**config.mk**
```make
export PLATFORM = sky130hd
export DESIGN_NAME = rx_pingpong_fifo
export DESIGN_NICKNAME = d
export VERILOG_FILES = /design/src/rtl/rxq_pkg.sv /design/src/rtl/rx_pkt_buf.sv /design/src/rtl/rx_bank_ctrl.sv /design/src/rtl/rx_pingpong_fifo.sv
export SDC_FILE = /design/constraint.sdc
export NUM_CORES = 1
export LEC_CHECK = 0
export BUFFER_PORTS_ARGS = -buffer_cell sky130_fd_sc_hd__clkbuf_2
export CAP_MARGIN = 30
export CORE_ASPECT_RATIO = 2
export CORE_MARGIN = 5
export CORE_UTILIZATION = 40
export DETAILED_ROUTE_END_ITERATION = 7
export GPL_TIMING_DRIVEN = 0
export PLACE_DENSITY = 0.66
export SLEW_MARGIN = 30
export SYNTH_ARGS = -nofsm -noshare
export SYNTH_HDL_FRONTEND = slang
export SYNTH_HIERARCHICAL = 1
export SYNTH_SLANG_ARGS = --single-unit
```
**constraint.sdc**
```tcl
create_clock -name clk -period 3.6 [get_ports clk]
set_clock_uncertainty 0.1 [all_clocks]
set_input_delay 0.72 -clock clk [delete_from_list [all_inputs] [get_ports clk]]
set_output_delay 0.72 -clock clk [all_outputs]
set_load 0.01 [all_outputs]
```
**src/rtl/rxq_pkg.sv**
```systemverilog
package rxq_pkg;
  // two alternating packet banks
  localparam int NUM_BANKS = 2;
  typedef logic bank_sel_t;
endpackage

```
**src/rtl/rx_pkt_buf.sv**
```systemverilog
module rx_pkt_buf #(
  parameter int BUF_BYTES = 64,
  parameter int DATA_W    = 8,
  localparam int CNT_W    = $clog2(BUF_BYTES + 1),
  localparam int PTR_W    = $clog2(BUF_BYTES)
) (
  input  logic              clk,
  input  logic              rst_n,
  input  logic              wr_en,
  input  logic [DATA_W-1:0] wr_data,
  input  logic              commit_en,
  input  logic              discard_en,
  input  logic [PTR_W-1:0]  rd_addr,
  output logic [DATA_W-1:0] rd_data,
  output logic [CNT_W-1:0]  pkt_cnt
);

  logic [DATA_W-1:0] mem [BUF_BYTES];
  logic [CNT_W-1:0]  wptr_q, wptr_d;
  logic [CNT_W-1:0]  cnt_q, cnt_d;
  logic              room;
  logic              store;

  assign room  = (wptr_q < CNT_W'(BUF_BYTES));
  assign store = wr_en && room && !commit_en && !discard_en;

  always_comb begin
    wptr_d = wptr_q;
    cnt_d  = cnt_q;
    if (commit_en) begin
      cnt_d  = wptr_q;
      wptr_d = '0;
    end else if (discard_en) begin
      wptr_d = '0;
    end else if (store) begin
      wptr_d = wptr_q + CNT_W'(1);
    end
  end

  always_ff @(posedge clk or negedge rst_n) begin
    if (!rst_n) begin
      wptr_q <= '0;
      cnt_q  <= '0;
    end else begin
      wptr_q <= wptr_d;
      cnt_q  <= cnt_d;
    end
  end

  // storage array without reset
  always_ff @(posedge clk) begin
    if (store) begin
      mem[wptr_q[PTR_W-1:0]] <= wr_data;
    end
  end

  assign rd_data = mem[rd_addr];
  assign pkt_cnt = cnt_q;

  a_r9_fill_bounded: assert property (@(posedge clk) disable iff (!rst_n)
    wptr_q <= CNT_W'(BUF_BYTES));

  a_r5_discard_rewinds: assert property (@(posedge clk) disable iff (!rst_n)
    (discard_en && !commit_en) |=> (wptr_q == '0));

  a_r9_full_bank_holds: assert property (@(posedge clk) disable iff (!rst_n)
    (wr_en && !room && !commit_en && !discard_en) |=> $stable(wptr_q));

endmodule

```
**src/rtl/rx_bank_ctrl.sv**
```systemverilog
module rx_bank_ctrl
  import rxq_pkg::*;
#(
  parameter int BUF_BYTES = 64,
  localparam int CNT_W    = $clog2(BUF_BYTES + 1),
  localparam int PTR_W    = $clog2(BUF_BYTES)
) (
  input  logic             clk,
  input  logic             rst_n,
  input  logic             commit,
  input  logic             irq_clear,
  input  logic             rd_pop,
  input  logic [CNT_W-1:0] cnt_sel,
  output bank_sel_t        fill_sel,
  output bank_sel_t        read_sel,
  output logic [PTR_W-1:0] rptr,
  output logic             full,
  output logic             avail
);

  logic [NUM_BANKS-1:0] valid_q, valid_d;
  bank_sel_t            fill_q, fill_d;
  bank_sel_t            read_q, read_d;
  logic [PTR_W-1:0]     rptr_q, rptr_d;
  logic                 commit_ok, clear_ok, pop_ok;

  assign commit_ok = commit && !valid_q[fill_q];
  assign clear_ok  = irq_clear && valid_q[read_q];
  assign pop_ok    = rd_pop && valid_q[read_q] && !clear_ok &&
                     ((CNT_W'(rptr_q) + CNT_W'(1)) < cnt_sel);

  always_comb begin
    valid_d = valid_q;
    fill_d  = fill_q;
    read_d  = read_q;
    rptr_d  = rptr_q;
    if (commit_ok) begin
      valid_d[fill_q] = 1'b1;
      fill_d          = ~fill_q;
    end
    if (clear_ok) begin
      valid_d[read_q] = 1'b0;
      read_d          = ~read_q;
      rptr_d          = '0;
    end else if (pop_ok) begin
      rptr_d = rptr_q + PTR_W'(1);
    end
  end

  always_ff @(posedge clk or negedge rst_n) begin
    if (!rst_n) begin
      valid_q <= '0;
      fill_q  <= 1'b0;
      read_q  <= 1'b0;
      rptr_q  <= '0;
    end else begin
      valid_q <= valid_d;
      fill_q  <= fill_d;
      read_q  <= read_d;
      rptr_q  <= rptr_d;
    end
  end

  assign fill_sel = fill_q;
  assign read_sel = read_q;
  assign rptr     = rptr_q;
  assign full     = valid_q[fill_q];
  assign avail    = valid_q[read_q];

  a_r8_full_means_both: assert property (@(posedge clk) disable iff (!rst_n)
    full |-> (valid_q == 2'b11));

  a_r4_rptr_in_packet: assert property (@(posedge clk) disable iff (!rst_n)
    avail |-> ((rptr_q == '0) || (CNT_W'(rptr_q) < cnt_sel)));

  a_r6_clear_swaps_bank: assert property (@(posedge clk) disable iff (!rst_n)
    (irq_clear && avail) |=> (read_q != $past(read_q)) && (rptr_q == '0));

  a_r7_reassert_on_clear: assert property (@(posedge clk) disable iff (!rst_n)
    (irq_clear && (valid_q == 2'b11)) |=> avail);

  a_r2_commit_raises: assert property (@(posedge clk) disable iff (!rst_n)
    (commit && !full) |=> avail);

  a_r10_idle_holds: assert property (@(posedge clk) disable iff (!rst_n)
    (!avail && !commit) |=> $stable(read_q) && $stable(rptr_q));

endmodule

```
**src/rtl/rx_pingpong_fifo.sv**
```systemverilog
module rx_pingpong_fifo
  import rxq_pkg::*;
#(
  parameter int BUF_BYTES = 64,
  parameter int DATA_W    = 8,
  localparam int CNT_W    = $clog2(BUF_BYTES + 1),
  localparam int PTR_W    = $clog2(BUF_BYTES)
) (
  input  logic              clk,
  input  logic              rst_n,
  input  logic [DATA_W-1:0] wr_data,
  input  logic              wr_en,
  input  logic              commit,
  input  logic              discard,
  output logic              full,
  input  logic              rd_pop,
  input  logic              irq_clear,
  output logic [DATA_W-1:0] rd_data,
  output logic [CNT_W-1:0]  byte_cnt,
  output logic              avail_irq
);

  bank_sel_t         fill_sel, read_sel;
  logic [PTR_W-1:0]  rptr;
  logic              full_w, avail_w;
  logic [DATA_W-1:0] bank_rd  [NUM_BANKS];
  logic [CNT_W-1:0]  bank_cnt [NUM_BANKS];

  for (genvar b = 0; b < NUM_BANKS; b++) begin : g_bank
    logic hit;
    assign hit = (fill_sel == 1'(b));

    rx_pkt_buf #(
      .BUF_BYTES (BUF_BYTES),
      .DATA_W    (DATA_W)
    ) u_buf (
      .clk        (clk),
      .rst_n      (rst_n),
      .wr_en      (wr_en && !full_w && hit),
      .wr_data    (wr_data),
      .commit_en  (commit && !full_w && hit),
      .discard_en (discard && !commit && !full_w && hit),
      .rd_addr    (rptr),
      .rd_data    (bank_rd[b]),
      .pkt_cnt    (bank_cnt[b])
    );
  end

  rx_bank_ctrl #(
    .BUF_BYTES (BUF_BYTES)
  ) u_ctrl (
    .clk       (clk),
    .rst_n     (rst_n),
    .commit    (commit),
    .irq_clear (irq_clear),
    .rd_pop    (rd_pop),
    .cnt_sel   (bank_cnt[read_sel]),
    .fill_sel  (fill_sel),
    .read_sel  (read_sel),
    .rptr      (rptr),
    .full      (full_w),
    .avail     (avail_w)
  );

  assign full      = full_w;
  assign avail_irq = avail_w;
  assign rd_data   = bank_rd[read_sel];
  assign byte_cnt  = avail_w ? bank_cnt[read_sel] : '0;

  a_r1_count_zero_idle: assert property (@(posedge clk) disable iff (!rst_n)
    !avail_irq |-> (byte_cnt == '0));

endmodule

```
* Yosys cells after proc, flatten, opt, wreduce, memory -nomap -nowiden *
Memory sizes are Yosys's and may differ from the RTL's.
Index checks and enable logic that the tools add are counted.

storage, ports and cells
  bits of input ports = 15
  bits in writable memories = 1024
  bits in read-only memories = 0
  flip-flop bits (word level) = 38
  latch bits = 0
  logic and storage cells = 89
  memories kept = 2
  output and inout bits = 17

memories
  memory               depth  bits a word  read ports  clocked after memory_dff  write ports  RTL line          RTL
  g_bank[0].u_buf.mem  64     8            1           0                         1            rx_pkt_buf.sv:18  logic [DATA_W-1:0] mem [BUF_BYTES];
  g_bank[1].u_buf.mem  64     8            1           0                         1            rx_pkt_buf.sv:18

operators by class
  multiplexer cells = 29
  shift-type cells = 0
  equal/unequal tests = 0
  div/mod/pow operators = 0
  bitwise operators = 6
  magnitude comparators = 8
  add/sub/neg operators = 4
  reduce and logical (&&, ||, !) cells = 32
  multiply operators = 0

operators with widths
  operator                                                    number
  2-to-1 mux 7 bit                                            10
  2-to-1 mux 8 bit                                            3
  logical AND 1 bit                                           22
  adder 7 x 1 -> 7 bit, second input constant                 2
  less-than comparator 7 bit, second input constant           2
  2-to-1 mux 6 bit                                            2
  2-to-1 mux 1 bit                                            10
  adder 6 x 1 -> 7 bit, second input constant                 1
  logical NOT 1 bit                                           7
  less-than comparator 7 bit                                  1
  adder 6 x 1 -> 6 bit, second input constant                 1
  nonzero test 3 bit                                          2
  less-than comparator 1 x 2 -> 1 bit, second input constant  2
  2-to-1 mux 2 bit                                            2
  AND 2 bit                                                   1
  demux 1 bit (select 1 bit)                                  2
  >= comparator 1 bit, second input constant                  2
  >= comparator 2 bit, second input constant                  1
  inverter 1 bit                                              2
  inverter 1 -> 2 bit                                         1
  inverter 2 bit                                              1
  bitwise OR 2 bit                                            1
  nonzero test 2 bit                                          1

* Logic depth before layout (Yosys ltp) *
  depth after elaboration = 11
  mapped depth = 9
  mapped depth without buffers = 9

* By module *
The synthesis kept the hierarchy.

modules (own cells, without submodules)
  module            seq. area each (µm²)  times used  cells each  area an instance (µm²)
  rx_pkt_buf        15725.1               2           969         20579.7
  rx_bank_ctrl      250.2                 1           73          737.0
  rx_pingpong_fifo  0.0                   1           30          305.3

* Least setup slack after synthesis *
Ideal clock, no wire load.

  path kind = reg-to-output
  start = register u_ctrl.rptr_q[0], in the netlist u_ctrl/rptr[0]
  end = output port rd_data[1]
  cell stages (with the launch flop) = 8
  data arrival time = 2.300 ns
  path slack = 0.480 ns
  buffers on the path = 2
  required time = 2.780 ns
  cells stage by stage = dfrtp_1 buf_6 buf_6 mux4_2 mux4_2 o211ai_1 nand2_1 mux2_2

RTL lines
  item                    RTL line                RTL
  from (decl)             rx_bank_ctrl.sv:24      logic [PTR_W-1:0] rptr_q, rptr_d;
  from (signal assigned)  rx_bank_ctrl.sv:60      rptr_q <= rptr_d;
  to (decl)               rx_pingpong_fifo.sv:18  output logic [DATA_W-1:0] rd_data,

==> impl_metrics.json <==
{
  "status": "complete, but fails checks",
  "violations": "setup timing",
  "io_buffers": 31,
  "grt_max_degree": 109,
  "antenna_found_initial": 1,
  "critPathLaunchType": "flop",
  "grt_pass1_wl_um": 156200,
  "core_sq_um": 104900,
  "drive_gt1_share_pct": 36.28,
  "dieHeight_um": 469.4,
  "placed_area_sq_um": 44390,
  "met2_usage_pct": 36.64,
  "synthCells": 2041,
  "wl_per_cell_um": 30.39,
  "cts_tree": "yes",
  "vias": 21060,
  "min_path_cells": 2,
  "synth_edf_count": 1024,
  "holdPathEnd": "u_ctrl/valid_q[1]",
  "worstPathMaxFanout": 8,
  "remaining_drc_errors": 0,
  "setup_ws_ns": -0.8370,
  "cts_num_sinks": 1062,
  "gp_congestion": 0.9387,
  "synth_area_sq_um": 42200,
  "use_met1_pct": 19.04,
  "rows": 168,
  "synth_area_leaders": "edfxtp_1 (73%), mux4_2 (14%), dfrtp_1 (2.3%)",
  "io_pins": 32,
  "end_kind": "primary output",
  "crit_required_ns": 2.78,
  "chipWidth_um": 239.7,
  "maxCapViolations": 0,
  "yosysTopAreaCell": "edfxtp_1",
  "antenna_left": 0,
  "dr.pass1.iters": 5,
  "ir_drop_mv": 0.3322,
  "gr-usage-met3_pct": 2.758,
  "synth_seq_area_share_pct": 75.12,
  "setup_viol": 8,
  "crit_arrival_ns": 3.62,
  "clock.fmax_mhz": 225.4,
  "power_density_nw_per_um2": 607.0,
  "grt_util_all_layers_pct": 19.31,
  "synth_fp_nets": 2065,
  "die_area_sq_um": 112500,
  "synth_area_per_cell_sq_um": 20.68,
  "grt_setup_unrepaired": "true",
  "synthToLayoutAreaGrowth_pct": 17.96,
  "hpwlAfterDp_um": 77000,
  "clockRootBuffer": "clkbuf_16",
  "clock_latency_ns": 0.68,
  "async_flop_share_pct": 3.578,
  "finalHoldViolCount": 0,
  "p_leak_nw": 15.14,
  "setup_tns_ns": -5.631,
  "worst-setup-path-type": "reg -> out",
  "final_area_sq_um": 49780,
  "min_period_ns": 4.437,
  "cts.htree.levels": 3,
  "relSlewSlack_pct": 38.67,
  "vias_per_cell": 5.758,
  "hp-class": "in -> reg",
  "whs_ns": 0.2704,
  "rrSetupSlack_ns": 0.05,
  "rr_startpoint": "u_ctrl/fill_sel",
  "preCtsSetupSlack_ns": -1.213,
  "ys_types": 60,
  "drv_slew": 0,
  "nNetsFinal": 2249,
  "start_util_pct": 40.23,
  "ys_warn_count": 6,
  "cts_buffers": 84,
  "first_iter_violations": 2046,
  "min_period_over_period_pct": 123.2,
  "clk_pin_slew_ns": 0.07,
  "timing.rr.end": "g_bank[1].u_buf/mem[13][6]",
  "ys.flop_type": "edfxtp_1",
  "wl_um": 111100,
  "worst_pin_slew_ns": 0.9166,
  "top_usage_layer": "met2",
  "r2r.worst_path.cells": 7,
  "grt_overflow": 0,
  "yosysTopAreaCellShare_pct": 72.86,
  "ys_ff_latch": 1062,
  "hold_start": "irq_clear",
  "grt_pass1_vias": 22140,
  "clockBufferDepth": 3
}
## stage by stage
stage	power, mW	util, %	instances
CTS	29.63	46.35	3616
floorplan	17.47	-	2041
finish	30.22	47.46	3657
detailed placement	19.39	42.32	3442
global placement	19.29	42.00	3432
global route	31.11	47.46	3657
## kinds of logic after synthesis
| group | count (synthesis) | share of synthesized area (%) |
|---|---|---|
| simple gates | 339 | 3.691 |
| xor+xnor | 13 | 0.2698 |
| buf+inv | 121 | 1.595 |
| fa+ha+maj | 9 | 0.2668 |
| mux | 390 | 17.09 |
| compound gates | 107 | 1.969 |
| flops | 1062 | 75.12 |
## critical path, stage by stage, from the launching register on
cell,delay [ns]
dfrtp_2,0.41
buf_12,0.18
buf_12,0.17
mux4_2,0.55
mux4_2,0.52
o211ai_1,0.40
nand2_1,0.22
mux2_4,0.34
buf_6,0.13
## worst max-delay path by stage
stage / cells after the start / slack, ns / to / from
2_1_floorplan: 7 / 0.48 / rd_data[1] / u_ctrl/rptr[0]
3_3_place_gp: 9 / -1.28 / rd_data[6] / u_ctrl/rptr[2]
3_5_place_dp: 10 / -1.21 / rd_data[6] / u_ctrl/rptr[1]
4_1_cts: 8 / -0.86 / rd_data[1] / u_ctrl/rptr[0]
5_1_grt: 8 / -0.80 / rd_data[1] / u_ctrl/rptr[0]
6_report: 8 / -0.84 / rd_data[1] / u_ctrl/rptr[0]
## registers in the layout (all words and copies together), names as in the netlist
signal / count
u_ctrl/read_sel: 1
g_bank.u_buf/wptr_q: 14
u_ctrl/fill_sel: 1
g_bank.u_buf/pkt_cnt: 14
u_ctrl/rptr: 6
g_bank.u_buf/mem: 1024
u_ctrl/valid_q: 2
## where the power goes
| group | internal (mW) | leakage [nW] | switching [mW] |
|---|---|---|---|
| logic | 3.32 | 4.04 | 3.48 |
| registers | 13.7 | 9.71 | 0.112 |
| clock network | 5.23 | 1.39 | 4.40 |
| total | 22.2 | 15.1 | 7.99 |
## cell usage after synthesis (all sizes together), types with 7 or more instances
| master | instances |
|---|---|
| mux2i | 91 |
| o22ai | 14 |
| nor2 | 162 |
| nand3 | 25 |
| nor2b | 9 |
| nand2b | 15 |
| and2 | 9 |
| xor2 | 7 |
| dfrtp | 38 |
| mux2 | 39 |
| buf | 74 |
| a22oi | 10 |
| ha | 9 |
| a21oi | 8 |
| inv | 13 |
| nand2 | 71 |
| o211ai | 9 |
| o21ai | 14 |
| mux4 | 260 |
| clkbuf | 34 |
| edfxtp | 1024 |
| o221ai | 22 |
| nand3b | 11 |
## final cells by class
type                            count  area (sq um)
Buffer                            108          1109
Timing Repair Buffer               98          1181
Antenna cell                        1         2.502
Fill cell                        8318         55110
Sequential cell                  1062         31710
Inverter                           13         48.80
Clock inverter                     53         554.3
Tap cell                         1360          1702
Multi-Input combinational cell    858         11190
Clock buffer                      104          2292
## layout by cell type, fill, tap and decap left out, types with 12 or more instances in the layout
cell type and n:
nor2_2 39, o221ai_1 14, nor2_4 84, buf_16 21, mux4_2 260, mux2_2 27
clkbuf_1 33, dfrtp_1 34, inv_1 13, clkinv_2 17, buf_12 14, nand2_1 55
mux2_4 12, nor2_1 39, edfxtp_1 1024, buf_6 26, mux2i_1 62, clkbuf_16 95
nand2b_1 15, buf_4 60, mux2i_4 19, clkbuf_2 26, nand3_1 20
## layer usage
metal  wire (um)  vias up
met4        8311        0
met2       63900      780
li1            -     8795
met3        4747      278
met5           0        -
met1       34180    11200
## repair_timing
item / in CTS / in global routing
resized for setup: 335 / 165
setup buffers: 16 / 32
gates cloned: 1 / 7
endpoints found under the setup margin: 754 / 892
endpoints found under the hold margin: 0 / 38
hold buffers: 0 / 1
pin swaps: 10 / 22
Note: power is estimated with default switching activity, not from simulation.
